$ cat src/rtl/tmr_pkg.sv
package tmr_pkg;
  typedef enum logic [1:0] {
    OM_OFF = 2'b00,
    OM_TGL = 2'b01,
    OM_CLR = 2'b10,
    OM_SET = 2'b11
  } om_e;

  localparam logic [1:0] A_CNT  = 2'd0;
  localparam logic [1:0] A_CMP  = 2'd1;
  localparam logic [1:0] A_CTRL = 2'd2;
  localparam logic [1:0] A_PORT = 2'd3;

  localparam int B_DOWN  = 2;
  localparam int B_FORCE = 3;
  localparam int B_RUN   = 4;
  localparam int B_OC    = 5;
  localparam int B_PDAT  = 0;
  localparam int B_PDIR  = 1;
endpackage

$ cat src/rtl/tmr_counter.sv
module tmr_counter #(
  parameter int W = 8,
  parameter logic [W-1:0] TOP = {W{1'b1}}
) (
  input  logic         clk,
  input  logic         rst_n,
  input  logic         run,
  input  logic         down,
  input  logic         ld,
  input  logic [W-1:0] ld_val,
  output logic [W-1:0] cnt_o,
  output logic         blk_o
);
  localparam logic [W-1:0] ZERO = '0;
  localparam logic [W-1:0] ONE  = {{(W-1){1'b0}}, 1'b1};

  logic [W-1:0] cnt_q, cnt_nx;
  logic         blk_q;

  always_comb begin
    if (down) cnt_nx = (cnt_q == ZERO) ? TOP : cnt_q - ONE;
    else      cnt_nx = (cnt_q == TOP) ? ZERO : cnt_q + ONE;
  end

  always_ff @(posedge clk) begin
    if (!rst_n) begin
      cnt_q <= ZERO;
      blk_q <= 1'b0;
    end else begin
      blk_q <= ld;
      if (ld)       cnt_q <= ld_val;
      else if (run) cnt_q <= cnt_nx;
    end
  end

  assign cnt_o = cnt_q;
  assign blk_o = blk_q;

  AST_UP_WRAP: assert property (@(posedge clk) disable iff (!rst_n)
    (run && !ld && !down && cnt_q == TOP) |=> (cnt_q == ZERO));
  AST_DN_WRAP: assert property (@(posedge clk) disable iff (!rst_n)
    (run && !ld && down && cnt_q == ZERO) |=> (cnt_q == TOP));
  AST_LOAD_BLK: assert property (@(posedge clk) disable iff (!rst_n)
    ld |=> (blk_q && cnt_q == $past(ld_val)));
endmodule

$ cat src/rtl/tmr_match.sv
module tmr_match #(
  parameter int W = 8
) (
  input  logic         run,
  input  logic         blk,
  input  logic [W-1:0] cnt,
  input  logic [W-1:0] cmp,
  output logic         hit
);
  assign hit = run && !blk && (cnt == cmp);
endmodule

$ cat src/rtl/tmr_ocout.sv
module tmr_ocout
  import tmr_pkg::*;
(
  input  logic clk,
  input  logic rst_n,
  input  om_e  mode_eff,
  input  om_e  mode_q,
  input  logic hit,
  input  logic frc,
  input  logic pdat,
  input  logic pdir,
  output logic oc_o,
  output logic pin_o,
  output logic pin_oe
);
  logic oc_q, oc_nx, act;

  assign act = hit | frc;

  always_comb begin
    oc_nx = oc_q;
    if (act) begin
      unique case (mode_eff)
        OM_TGL:  oc_nx = ~oc_q;
        OM_CLR:  oc_nx = 1'b0;
        OM_SET:  oc_nx = 1'b1;
        default: oc_nx = oc_q;
      endcase
    end
  end

  always_ff @(posedge clk) begin
    if (!rst_n) oc_q <= 1'b0;
    else        oc_q <= oc_nx;
  end

  assign oc_o   = oc_q;
  assign pin_oe = pdir;
  assign pin_o  = pdir & ((mode_q != OM_OFF) ? oc_q : pdat);

  AST_OC_IDLE: assert property (@(posedge clk) disable iff (!rst_n)
    (!act || mode_eff == OM_OFF) |=> $stable(oc_q));
  AST_OC_SET: assert property (@(posedge clk) disable iff (!rst_n)
    (act && mode_eff == OM_SET) |=> oc_q);
  AST_OC_CLR: assert property (@(posedge clk) disable iff (!rst_n)
    (act && mode_eff == OM_CLR) |=> !oc_q);
  AST_OC_TGL_ONCE: assert property (@(posedge clk) disable iff (!rst_n)
    (act && mode_eff == OM_TGL) |=> (oc_q != $past(oc_q)));
endmodule

$ cat src/rtl/tmr_ocmp_top.sv
module tmr_ocmp_top
  import tmr_pkg::*;
#(
  parameter int W = 8,
  parameter logic [W-1:0] TOP = {W{1'b1}}
) (
  input  logic         clk,
  input  logic         rst_n,
  input  logic         wr_en,
  input  logic [1:0]   wr_addr,
  input  logic [W-1:0] wr_data,
  input  logic [1:0]   rd_addr,
  output logic [W-1:0] rd_data,
  output logic         cmp_hit,
  output logic         pin_o,
  output logic         pin_oe
);
  logic [W-1:0] cmp_q, cnt;
  om_e          mode_q, mode_eff;
  logic         down_q, run_q, pdat_q, pdir_q;
  logic         wr_cnt, wr_ctrl, frc, blk, hit, oc;

  assign wr_cnt  = wr_en && (wr_addr == A_CNT);
  assign wr_ctrl = wr_en && (wr_addr == A_CTRL);
  assign frc     = wr_ctrl && wr_data[B_FORCE];
  assign mode_eff = wr_ctrl ? om_e'(wr_data[1:0]) : mode_q;

  always_ff @(posedge clk) begin
    if (!rst_n) begin
      cmp_q  <= '0;
      mode_q <= OM_OFF;
      down_q <= 1'b0;
      run_q  <= 1'b0;
      pdat_q <= 1'b0;
      pdir_q <= 1'b0;
    end else if (wr_en) begin
      unique case (wr_addr)
        A_CMP: cmp_q <= wr_data;
        A_CTRL: begin
          mode_q <= om_e'(wr_data[1:0]);
          down_q <= wr_data[B_DOWN];
          run_q  <= wr_data[B_RUN];
        end
        A_PORT: begin
          pdat_q <= wr_data[B_PDAT];
          pdir_q <= wr_data[B_PDIR];
        end
        default: ;
      endcase
    end
  end

  tmr_counter #(.W(W), .TOP(TOP)) u_cnt (
    .clk(clk), .rst_n(rst_n), .run(run_q), .down(down_q),
    .ld(wr_cnt), .ld_val(wr_data), .cnt_o(cnt), .blk_o(blk)
  );

  tmr_match #(.W(W)) u_match (
    .run(run_q), .blk(blk), .cnt(cnt), .cmp(cmp_q), .hit(hit)
  );

  tmr_ocout u_out (
    .clk(clk), .rst_n(rst_n), .mode_eff(mode_eff), .mode_q(mode_q),
    .hit(hit), .frc(frc), .pdat(pdat_q), .pdir(pdir_q),
    .oc_o(oc), .pin_o(pin_o), .pin_oe(pin_oe)
  );

  always_comb begin
    rd_data = '0;
    unique case (rd_addr)
      A_CNT:  rd_data = cnt;
      A_CMP:  rd_data = cmp_q;
      A_CTRL: begin
        rd_data[1:0]   = mode_q;
        rd_data[B_DOWN] = down_q;
        rd_data[B_RUN]  = run_q;
        rd_data[B_OC]   = oc;
      end
      default: begin
        rd_data[B_PDAT] = pdat_q;
        rd_data[B_PDIR] = pdir_q;
      end
    endcase
  end

  assign cmp_hit = hit;

  AST_WR_BLOCK: assert property (@(posedge clk) disable iff (!rst_n)
    wr_cnt |=> !cmp_hit);
  AST_FORCE_CNT: assert property (@(posedge clk) disable iff (!rst_n)
    (frc && !run_q && !wr_cnt) |=> $stable(cnt));
  AST_PIN_GATE: assert property (@(posedge clk) disable iff (!rst_n)
    !pin_oe |-> !pin_o);
endmodule

$ cat config.mk
export PLATFORM = sky130hd
export DESIGN_NAME = tmr_ocmp_top
export DESIGN_NICKNAME = d
export VERILOG_FILES = /design/src/rtl/tmr_pkg.sv /design/src/rtl/tmr_counter.sv /design/src/rtl/tmr_match.sv /design/src/rtl/tmr_ocout.sv /design/src/rtl/tmr_ocmp_top.sv
export SDC_FILE = /design/constraint.sdc
export NUM_CORES = 1
export LEC_CHECK = 0
export ABC_AREA = 1
export BUFFER_PORTS_ARGS = -buffer_cell sky130_fd_sc_hd__buf_2
export CORE_MARGIN = 5
export CORE_UTILIZATION = 50
export CTS_CLUSTER_SIZE = 14
export DETAILED_ROUTE_END_ITERATION = 6
export PLACE_DENSITY = 0.7
export SYNTH_ARGS = -nofsm -noshare
export SYNTH_HDL_FRONTEND = slang
export SYNTH_SLANG_ARGS = --single-unit
$ cat constraint.sdc
create_clock -name clk -period 1.7 [get_ports clk]
set_clock_uncertainty 0.2 [all_clocks]
set_input_delay 0.34 -clock clk [delete_from_list [all_inputs] [get_ports clk]]
set_output_delay 0.34 -clock clk [all_outputs]
set_load 0.005 [all_outputs]
==> impl_results.md <==
* Status: finished, violations left
* Failing checks: negative setup slack
* Layout cell share with drive strength beyond 1 at about two fifths
* Area delta synth->final at 32.4%
* Mux share of post-synthesis cell area at less than 1%
* Count leader, synth: nand2_1
* R2r startpoint: u_cnt.cnt_o[1]
* Routed WL at around 5100 um
* Max Cap Violations at 0
* First DRT Iteration DRCs at 144
* ANT nets after route at 0
* Initial Util at 51.5%
* Peak Freq at between 500 and 600 MHz
* Post-Syn Area at 1710 um^2
* Vias/cell at around 5.4
* GPL Wtd Cong at 0.953
* Worst-Margin Slew at between 300 and 400 ps
* Asr flop ratio synth at 0%
* Setup CP Type: flop to primary output
* GRT Residual Overflow at 0
* Library cells used by synthesis at 33
* Total global-route track usage at between 20% and 30%
* Hold path depth at 3
* Synth Register Bits at 24
* Core ar. at 3310 um^2
* DIE AREA at 4680 um^2
* Clk slew on worst S/H paths at between 100 and 150 ps
* Maximum buffer depth of the clock tree at 2
* First-pass GRT wire length at 8270 um
* Pwr Density at approximately 620 nW/um^2
* Initial antenna violation count at 0
* Routed vias at between 1500 and 2000
* CP Data Required Time at 1160 ps
* Worst path arrival time at approximately 1400 ps
* Crit-path max cell delay at between 300 and 400 ps
* Most used DFF post-synth: dfxtp_1
* Worst Setup End Kind: primary output
* Vias in the first global route at 1796
* Synth top area share at between 20% and 30%
* Met1 usage at roughly 30%
* CTS Sinks at 24
* Die Ht at ~68 um
* Adder-cell share of the synthesized area at under 10%
* Delay-heaviest family, CP: flip-flops
* Register area share after synthesis at between 20% and 30%
* Maximum vdd drop at ~0.00047 V
* Clock Latency Late Sink at 320 ps
* Setup TNS at -258 ps
* Final hold violations at 0
* GR Layer Usage met3 at under 10%
* CP startpoint kind: flop
* Detailed placement HPWL at around 3700 um
* Slew headroom at between 70% and 80%
* # port buffers at 25
* CTS H-tree lvls at 1
* Min-delay src: wr_data[7]
* Top post-synthesis cells by area: dfxtp_1 (28%), nand2_1 (13%), inv_1 (8.4%)
* Largest family of logic cells by synthesized area: simple AND/OR/NAND/NOR gates
* Simple-gate share of the synthesized area at 31.6%
* Ant diodes at 0
* Routed wire per std cell at between 10 and 15 um
* Drt pass-1 iters at 4
* Ordered cell list for the critical path: buf_6 -> nand2_2 -> nand2_1 -> inv_1 -> nand2_1 -> nor2_2 -> nand3_2 -> inv_1 -> buf_2
* Final setup margin at -192 ps
* Slowest stage cell, crit path: dfxtp_4
* RSZ-0062 raised after global routing: yes
* Fin. max-slew vios at 0
* Die X at 68.4 um
* NumNets Final at 336
* Synth warnings at 0
* Syn Nets at around 280
* DRC at 0
* Worst-path fanout max at 3
* R2R depth at 10
* Crit. path cell count at 9
* Largest net degree at the start of global routing at 18
* I/O pin count at 26
* Fin util at between 60% and 70%
* Number of synthesized flops with an enable pin at 0
* Cts bufs inserted at 3
* Crit path buf inv count at 4
* Synth Area in Compound Gates at 22.1%
* Most frequent cells after synthesis: nand2_1 (59), inv_1 (38), dfxtp_1 (24), a21oi_1 (20), o21ai_0 (20)
* Standard-cell rows at 21
* Root Buffer: clkbuf_4
* Syn_area_per_cell at 6.44 um^2
* Area leader, netlist: dfxtp_1
* Final setup fails at 2
* CTS tree: yes
* Final worst-path cycle share at 111%
* Hold WC Path Type: input pin to flop
* Synth Area in XOR/XNOR at 3.60%
* Post-Synthesis Cells at roughly 270
* GRT Max-Usage Layer: met2
* Crit path from: u_cnt.cnt_o[1]
* Leak at 1.09 nW
* Met2 GRT Util at approximately two fifths
* Tmin final at around 1900 ps
## tightest hold or removal path: stages
cell     delay [ps]
buf_2           100
inv_1            70
a21oi_1          60
## logic make-up after synthesis
kind of cell / after synthesis
AO/OA/AOI/OAI: 64
XOR/XNOR: 7
flip-flops: 24
buffers and inverters: 50
multiplexers: 1
AND/OR/NAND/NOR: 116
adder cells (fa/ha/maj): 3
## worst paths after layout
kind                            slack, ps        endpoint
worst max-delay path                 -190         cmp_hit
worst min-delay path                   70        cmp_q[7]
worst max register to register         20  u_cnt.cnt_o[6]
worst min register to register        280          pdat_q
## where the power goes
part / leakage (nW) / internal [mW] / switching (mW)
registers: 0.203 / 0.594 / 0.0332
clock network: 0.0210 / 0.131 / 0.180
logic: 0.866 / 0.187 / 0.266
total: 1.09 / 0.912 / 0.480
## final cells by class
cell class | count | area, um^2
multi-input combinational | 191 | 1120
fill | 306 | 1050
sequential | 24 | 508
timing repair buffer | 54 | 365
inverter | 44 | 168
tap | 46 | 57.6
clock buffer | 4 | 36.3
## what timing repair did
action | 4_1_cts | 5_1_grt
buffers inserted | 8 | 5
hold buffers | 0 | 0
setup endpoints to repair | 9 | 14
gates resized for setup | 31 | 26
pin swaps | 6 | 11
endpoints found under the hold margin | 0 | 0
## registers in the layout, indices dropped and copies added (netlist names)
name	cells
mode_q	2
pdir_q	1
u_cnt.blk_o	1
pdat_q	1
down_q	1
u_out.oc_o	1
cmp_q	8
run_q	1
u_cnt.cnt_o	8
## per-layer routing
metal  part of all wire (%)  wire, um
met3                    6.1       313
met1                     42      2170
met4                    1.4        72
met2                     50      2560
met5                      0         0
## layout by cell type (no fill, tap or decap), types with 3 or more instances in the layout
cell      Yosys  routed
dfxtp_4       0       4
inv_1        38      34
nand3_2       1       4
o221ai_1      5       3
clkbuf_4      0       3
inv_2         5       8
dfxtp_1      24      10
nand2_4       2       3
o21ai_1       4       6
nor2_4        3       5
a21oi_1      20      17
buf_2         4      25
buf_6         1       6
nand2_2       6       9
dfxtp_2       0      10
o21ai_0      20      16
o21ai_2       2       4
o22ai_1       5       5
buf_4         0      23
nor2_1       19      15
nand3_1      17      14
nand2_1      59      55
nor2_2        5       7
xor2_1        6       6
a21oi_2       3       6
## through the flow
stage / hold WS (ps) / area (um^2) / power, mW / cells / setup slack [ps]
finish: 74.0 / 2260 / 1.39 / 363 / -192
global route: 62.2 / 2260 / 1.47 / 363 / -284
CTS: 78.6 / 2160 / 1.35 / 359 / -216
detailed placement: 267 / 1980 / 1.02 / 347 / 6.37
global placement: 266 / 1980 / 1.02 / 347 / 44.7
floorplan: 237 / 1710 / 0.891 / 265 / 143
Note: power is estimated with default switching activity, not from simulation.
